===== config.mk =====
export PLATFORM = sky130hd
export DESIGN_NAME = irq_router
export DESIGN_NICKNAME = d
export VERILOG_FILES = /design/src/rtl/irq_router_pkg.sv /design/src/rtl/irq_pin_ctl.sv /design/src/rtl/irq_lowest_pick.sv /design/src/rtl/irq_router.sv
export SDC_FILE = /design/constraint.sdc
export NUM_CORES = 2
export LEC_CHECK = 0
export CORE_MARGIN = 2
export CORE_UTILIZATION = 65
export CTS_CLUSTER_SIZE = 12
export DETAILED_ROUTE_END_ITERATION = 8
export DONT_BUFFER_PORTS = 1
export PLACE_DENSITY_LB_ADDON = 0.12
export SLEW_MARGIN = 0
export SYNTH_ARGS = -nofsm -noshare
export SYNTH_HDL_FRONTEND = slang
export SYNTH_SLANG_ARGS = --single-unit

===== constraint.sdc =====
create_clock -name clk -period 10.2 [get_ports clk]
set_clock_uncertainty 0.05 [all_clocks]
set_input_delay 1.53 -clock clk [delete_from_list [all_inputs] [get_ports clk]]
set_output_delay 1.53 -clock clk [all_outputs]
set_load 0.1 [all_outputs]

===== src/rtl/irq_router_pkg.sv =====
package irq_router_pkg;

  // Stored part of one routing entry; delivery status and remote IRR live in the pin logic.
  typedef struct packed {
    logic [7:0] dest;
    logic       mask;
    logic       trig;
    logic       pol;
    logic       dst_logical;
    logic [2:0] dmode;
    logic [7:0] vector;
  } route_t;

  localparam logic [2:0] WIN_INDEX      = 3'd0;
  localparam logic [2:0] WIN_DATA       = 3'd4;
  localparam logic [7:0] SEL_ID         = 8'h00;
  localparam logic [7:0] SEL_VER        = 8'h01;
  localparam logic [7:0] SEL_ARB        = 8'h02;
  localparam logic [7:0] SEL_ENTRY_BASE = 8'h10;
  localparam int         ID_LSB         = 24;

  localparam route_t ROUTE_RESET = '{dest: 8'h00, mask: 1'b1, trig: 1'b0, pol: 1'b0,
                                     dst_logical: 1'b0, dmode: 3'd0, vector: 8'h00};

  function automatic logic [31:0] pack_low(route_t e, logic dstat, logic rirr);
    return {15'd0, e.mask, e.trig, rirr, e.pol, dstat, e.dst_logical, e.dmode, e.vector};
  endfunction

  // Bits 12 and 14 are status and are not taken from the write data.
  function automatic route_t apply_low(route_t e, logic [31:0] w);
    route_t r;
    r             = e;
    r.vector      = w[7:0];
    r.dmode       = w[10:8];
    r.dst_logical = w[11];
    r.pol         = w[13];
    r.trig        = w[15];
    r.mask        = w[16];
    return r;
  endfunction

endpackage


===== src/rtl/irq_pin_ctl.sv =====
module irq_pin_ctl (
  input  logic       clk,
  input  logic       rst_n,
  input  logic       pin,
  input  logic       active_low,
  input  logic       level_mode,
  input  logic       masked,
  input  logic       dest_ok,
  input  logic [7:0] vector,
  input  logic       eoi_valid,
  input  logic [7:0] eoi_vector,
  input  logic       accept,
  output logic       req,
  output logic       rirr
);

  logic act_q, act_d;
  logic pend_q, pend_d;
  logic rirr_q, rirr_d;
  logic edge_seen, lvl_req;

  assign act_d     = pin ^ active_low;
  assign edge_seen = act_d & ~act_q;
  assign lvl_req   = act_q & ~masked & dest_ok & ~rirr_q;

  always_comb begin
    pend_d = pend_q;
    if (accept)
      pend_d = 1'b0;
    if (!level_mode && edge_seen && !masked && dest_ok)
      pend_d = 1'b1;
    if (level_mode || masked || !dest_ok)
      pend_d = 1'b0;
  end

  always_comb begin
    rirr_d = rirr_q;
    if (level_mode && accept)
      rirr_d = 1'b1;
    else if (!level_mode || (eoi_valid && (eoi_vector == vector)))
      rirr_d = 1'b0;
  end

  always_ff @(posedge clk or negedge rst_n) begin
    if (!rst_n) begin
      act_q  <= 1'b0;
      pend_q <= 1'b0;
      rirr_q <= 1'b0;
    end else begin
      act_q  <= act_d;
      pend_q <= pend_d;
      rirr_q <= rirr_d;
    end
  end

  assign req  = level_mode ? lvl_req : pend_q;
  assign rirr = rirr_q;

endmodule


===== src/rtl/irq_lowest_pick.sv =====
module irq_lowest_pick #(
  parameter int N  = 24,
  parameter int IW = 5
) (
  input  logic [N-1:0]  req,
  output logic          any,
  output logic [IW-1:0] idx
);

  always_comb begin
    idx = '0;
    for (int i = N - 1; i >= 0; i--)
      if (req[i])
        idx = IW'(i);
  end

  assign any = |req;

endmodule


===== src/rtl/irq_router.sv =====
module irq_router
  import irq_router_pkg::*;
#(
  parameter int         NUM_PINS = 24,
  parameter int         ID_W     = 4,
  parameter logic [7:0] VERSION  = 8'h11
) (
  input  logic                clk,
  input  logic                rst_n,
  input  logic                reg_valid,
  output logic                reg_ready,
  input  logic                reg_write,
  input  logic [2:0]          reg_addr,
  input  logic [31:0]         reg_wdata,
  output logic                rd_valid,
  output logic [31:0]         rd_data,
  input  logic [NUM_PINS-1:0] irq_pins,
  input  logic                eoi_valid,
  input  logic [7:0]          eoi_vector,
  output logic                msg_valid,
  input  logic                msg_ready,
  output logic [7:0]          msg_vector,
  output logic [2:0]          msg_mode,
  output logic                msg_dest_mode,
  output logic [7:0]          msg_dest
);

  localparam int         PW        = (NUM_PINS > 1) ? $clog2(NUM_PINS) : 1;
  localparam logic [7:0] MAX_ENTRY = 8'(NUM_PINS - 1);
  localparam logic [7:0] SEL_END   = 8'(16 + 2 * NUM_PINS);

  logic [7:0]          index_q, index_d;
  logic [ID_W-1:0]     id_q, id_d, arb_q, arb_d;
  route_t              entry_q [NUM_PINS];
  route_t              entry_d [NUM_PINS];
  logic                rd_valid_q, rd_valid_d;
  logic [31:0]         rd_data_q, rd_data_d;
  logic [NUM_PINS-1:0] req_vec, rirr_vec, trig_vec, accept_vec;
  logic [PW-1:0]       grant_idx;
  logic                any_req;
  logic                acc_cyc, wr_index, wr_data, rd_cyc;
  logic                ent_hit, ent_high;
  logic [7:0]          ent_off;
  logic [PW-1:0]       ent_sel;
  logic [31:0]         data_rd;
  logic                wdata_unused;

  assign wdata_unused = ^reg_wdata[23:17];

  // Register port decode
  assign reg_ready = 1'b1;
  assign acc_cyc   = reg_valid & reg_ready;
  assign wr_index  = acc_cyc & reg_write & (reg_addr == WIN_INDEX);
  assign wr_data   = acc_cyc & reg_write & (reg_addr == WIN_DATA);
  assign rd_cyc    = acc_cyc & ~reg_write;
  assign ent_off   = index_q - SEL_ENTRY_BASE;
  assign ent_hit   = (index_q >= SEL_ENTRY_BASE) && (index_q < SEL_END);
  assign ent_sel   = PW'(ent_off >> 1);
  assign ent_high  = ent_off[0];

  always_comb begin
    data_rd = '0;
    if (index_q == SEL_ID)
      data_rd[ID_LSB +: ID_W] = id_q;
    else if (index_q == SEL_VER)
      data_rd = {8'h00, MAX_ENTRY, 8'h00, VERSION};
    else if (index_q == SEL_ARB)
      data_rd[ID_LSB +: ID_W] = arb_q;
    else if (ent_hit)
      data_rd = ent_high ? {entry_q[ent_sel].dest, 24'h000000}
                         : pack_low(entry_q[ent_sel], req_vec[ent_sel], rirr_vec[ent_sel]);
  end

  // Next state of the register file
  always_comb begin
    index_d    = index_q;
    id_d       = id_q;
    arb_d      = arb_q;
    entry_d    = entry_q;
    rd_valid_d = rd_cyc;
    rd_data_d  = rd_data_q;
    if (wr_index)
      index_d = reg_wdata[7:0];
    if (rd_cyc) begin
      if (reg_addr == WIN_INDEX)
        rd_data_d = {24'h000000, index_q};
      else if (reg_addr == WIN_DATA)
        rd_data_d = data_rd;
      else
        rd_data_d = '0;
    end
    if (wr_data) begin
      if (index_q == SEL_ID)
        id_d = reg_wdata[ID_LSB +: ID_W];
      else if (index_q == SEL_ARB)
        arb_d = reg_wdata[ID_LSB +: ID_W];
      else if (ent_hit) begin
        if (ent_high)
          entry_d[ent_sel].dest = reg_wdata[31:24];
        else
          entry_d[ent_sel] = apply_low(entry_q[ent_sel], reg_wdata);
      end
    end
  end

  always_ff @(posedge clk or negedge rst_n) begin
    if (!rst_n) begin
      index_q    <= '0;
      id_q       <= '0;
      arb_q      <= '0;
      rd_valid_q <= 1'b0;
      rd_data_q  <= '0;
      for (int i = 0; i < NUM_PINS; i++)
        entry_q[i] <= ROUTE_RESET;
    end else begin
      index_q    <= index_d;
      id_q       <= id_d;
      arb_q      <= arb_d;
      rd_valid_q <= rd_valid_d;
      rd_data_q  <= rd_data_d;
      entry_q    <= entry_d;
    end
  end

  assign rd_valid = rd_valid_q;
  assign rd_data  = rd_data_q;

  // Per-pin sensing and request state
  for (genvar g = 0; g < NUM_PINS; g++) begin : g_pin
    assign trig_vec[g]   = entry_q[g].trig;
    assign accept_vec[g] = msg_valid & msg_ready & (grant_idx == PW'(g));

    irq_pin_ctl i_pin (
      .clk        (clk),
      .rst_n      (rst_n),
      .pin        (irq_pins[g]),
      .active_low (entry_q[g].pol),
      .level_mode (entry_q[g].trig),
      .masked     (entry_q[g].mask),
      .dest_ok    (entry_q[g].dest != 8'h00),
      .vector     (entry_q[g].vector),
      .eoi_valid  (eoi_valid),
      .eoi_vector (eoi_vector),
      .accept     (accept_vec[g]),
      .req        (req_vec[g]),
      .rirr       (rirr_vec[g])
    );
  end

  irq_lowest_pick #(.N(NUM_PINS), .IW(PW)) i_pick (
    .req (req_vec),
    .any (any_req),
    .idx (grant_idx)
  );

  assign msg_valid     = any_req;
  assign msg_vector    = entry_q[grant_idx].vector;
  assign msg_mode      = entry_q[grant_idx].dmode;
  assign msg_dest_mode = entry_q[grant_idx].dst_logical;
  assign msg_dest      = entry_q[grant_idx].dest;

endmodule


==> impl_metrics.json <==
{
  "gp_congestion": 1.015,
  "final_hold_viol_count": 0,
  "htree_levels": 3,
  "cp_max_fo": 11,
  "clock-sinks": 667,
  "cts_setup_buffers": 0,
  "path_clk_slew_ns": 0.06,
  "syn_inst": 3150,
  "area_growth_syn_to_layout_pct": 7.918,
  "vias": 29530,
  "syn-cell-area_um2": 37180,
  "cp.arrival_ns": 6.72,
  "required_ns": 8.62,
  "rsz0062_at_grt": "false",
  "synth.avg_cell_area_um2": 11.80,
  "post-place-ws_ns": 2.923,
  "antennaDiodeCount": 0,
  "finalSetupViolations": 0,
  "final_antenna_net_count": 0,
  "asyncSetResetFlopFracSynth_pct": 100.0,
  "grt_pass1_vias": 28850,
  "tightest_slew_ns": 3.576,
  "reg2reg_slack_ns": 5.05,
  "drc": 0,
  "setup-tns-final_ns": 0,
  "hold_path.class": "flop to flop",
  "cap_violations": 0,
  "cts_root_buffer": "clkbuf_16",
  "dieHeight_um": 243.2,
  "setup_ws_ns": 1.901,
  "period_minus_slack_ns": 8.299,
  "cts_buffers": 75,
  "drive_gt1_share_pct": 29.17,
  "max_freq_mhz": 120.5,
  "cts_resized": 0,
  "die-area_um2": 59130,
  "synth_edf_count": 0,
  "routed_wl_um": 135600,
  "die_w_um": 243.2,
  "violations": "max-slew violations",
  "power_leakage_nw": 17.98,
  "nFillCells": 3994,
  "overflow": 0,
  "regArea_um2": 16740,
  "first_pass_iters": 9,
  "grt_first_pass_wirelength_um": 199000,
  "synth_flop_cell": "dfrtp_1",
  "path_class": "flop to output pin",
  "power.density_nw_per_um2": 174.3,
  "grt_usage_pct": 46.35,
  "endpoint_kind": "output pin",
  "critPathBufInv": 0,
  "nets": 3123,
  "hold_buffers": 0,
  "grt_antenna_before_repair": 1,
  "num_rows": 87,
  "synth_seq_cells": 667,
  "vias_per_cell": 7.653,
  "hpwlAfterDp_um": 91190,
  "multi_input_area_um2": 19330,
  "ir_drop_mv": 0.1609,
  "cts_buffer_depth": 3,
  "path_cells": "nor4_1, a21oi_1, a41oi_1, nand4b_1, or3_1, nor2_2, nand2_1, o221ai_1, nor4b_1, a22oi_2",
  "drv_slew": 547,
  "critical_path.top_delay_family": "simple AND/OR/NAND/NOR gates",
  "io_pins": 128,
  "ys_seq_area_share_pct": 44.97,
  "detail_route.iter0.violations": 4282,
  "start_util_pct": 65.82,
  "status": "finished with violations",
  "max_stage_delay_ns": 1.05,
  "clk_latency_ns": 0.64,
  "worstReg2RegStart": "entry_q[549]",
  "place.port_buffers": 0,
  "hold_start": "rd_data[20]",
  "cts_tree": "done",
  "slew_headroom_pct": -138.4,
  "synthDistinctLibCells": 90,
  "crit_slowest_cell": "nor2_2",
  "yosysWarnings": 0,
  "detail_route.wl_per_cell_um": 35.16,
  "grt_max_degree": 668,
  "period_share_pct": 81.36,
  "cp-start-kind": "flop",
  "startpoint": "entry_q[549]",
  "coreArea_um2": 56500
}
[routing by layer]
metal,GRT usage [%],wire [um],share of wire [%],up-vias
met2,65.35,57330,42,2360
met4,24.31,9122,6.7,0
met3,16.10,19570,14,498
li1,-,-,-,11700
met1,63.62,49630,37,14960
met5,0,0,0,-
[cell usage after synthesis (8+ instances only)]
master	number	area, um2
and2_1	15	93.84
a21oi_1	37	185.2
a22o_1	26	227.7
xnor2_1	24	210.2
o22a_1	16	140.1
o22ai_1	87	544.3
nor2b_1	16	100.1
buf_2	79	395.4
nor4_1	62	387.9
mux4_2	175	3941
mux2_2	439	4943
xor2_1	192	1682
nand3_1	62	310.3
dfstp_2	24	630.6
inv_1	49	183.9
a22oi_1	85	638.1
o41ai_1	24	210.2
nor2_1	96	360.4
nand2b_1	9	56.30
dfrtp_1	643	16090
and3_1	11	68.82
o21ai_0	208	1041
buf_4	22	165.2
clkbuf_1	132	495.5
a222oi_1	16	160.2
mux2i_1	59	590.6
or4_1	27	202.7
a21boi_0	22	165.2
nand3b_1	17	127.6
buf_1	19	71.32
o211ai_1	10	75.07
o221ai_1	42	367.9
nand2_1	250	938.4
nor3_1	13	65.06
o32ai_1	8	70.07
[power breakdown]
part | leakage, nW | internal (W) | switching, W | total (W)
clock | 1.17 | 0.00153 | 0.00113 | 0.00266
combinational | 7.70 | 0.000455 | 0.00102 | 0.00147
sequential | 9.10 | 0.00271 | 0.000150 | 0.00286
total | 18.0 | 0.00470 | 0.00230 | 0.00699
[cell usage in the layout, fill, tap and decap left out, types with 10 or more instances in the layout]
master,n
a21boi_0,22
a21oi_1,36
a222oi_1,16
a22o_1,26
a22oi_1,75
a22oi_2,10
and2_1,15
and3_1,11
buf_4,74
clkbuf_1,24
clkbuf_16,77
clkbuf_8,15
clkinv_2,11
dfrtp_1,637
dfstp_2,24
inv_1,49
mux2_2,439
mux2i_1,52
mux4_2,175
nand2_1,248
nand3_1,61
nand3b_1,17
nor2_1,74
nor2_2,17
nor2b_1,16
nor3_1,12
nor4_1,61
o211ai_1,10
o21ai_0,208
o221ai_1,42
o22a_1,16
o22ai_1,87
o41ai_1,24
or4_1,27
xnor2_1,24
xor2_1,192
[registers in the layout (all words and copies together) (netlist names)]
register	flops
g_pin.i_pin.rirr	24
arb_q	4
rd_valid	1
rd_data	26
entry_q	552
id_q	4
g_pin.i_pin.pend_q	24
g_pin.i_pin.act_q	24
index_q	8
[tightest hold or removal path, delay by kind of cell, from the launching register on]
kind / cells / cell delay (ns)
flip-flops: 1 / 0.35
AND/OR/NAND/NOR: 1 / 0.04
AO/OA/AOI/OAI: 1 / 0.06
[cell families (layout without fill, tap and decap cells)]
family,after synthesis,count (layout),synth area share [%]
XOR/XNOR,216,216,5.088
multiplexers,673,673,25.48
buffers and inverters,308,257,3.739
other,2,5,0.02020
flip-flops,667,667,44.97
AO/OA/AOI/OAI,662,662,12.30
adder cells (fa/ha/maj),5,5,0.1682
AND/OR/NAND/NOR,617,617,8.237
[final cells by class]
class,instances,share of cell area [%]
clock buffers,116,5.541
multi-input cells,2178,48.17
well taps,756,2.357
repair buffers,74,1.384
clock inverters,18,0.3804
flip-flops and latches,667,41.71
inverters,49,0.4584
[stage by stage]
| stage | cell area (um2) | total power (W) | hold WS, ns | std cells | utilization [%] |
|---|---|---|---|---|---|
| final | 40130 | 0.006994 | 0.4355 | 3858 | 71.03 |
| after global routing | 40130 | 0.007131 | 0.4810 | 3858 | 71.03 |
| after CTS | 40130 | 0.006932 | 0.4420 | 3858 | 71.03 |
| after detailed placement | 37750 | 0.004313 | 0.4292 | 3724 | 66.82 |
| after global placement | 37750 | 0.004291 | 0.4230 | 3724 | 66.82 |
| after floorplan | 37190 | 0.003876 | 0.3914 | 3153 | - |
[path summary, 6_finish.rpt]
check,to,cells after the start
setup reg to reg,g_pin[20].i_pin.pend_q,11
hold reg to reg,rd_data[20],2
min in group asynchronous,entry_q[162],0
max in group asynchronous,entry_q[304],0
hold / removal,rd_data[20],2
setup / recovery,msg_vector[2],10
Power figures use the tool's default switching activity.
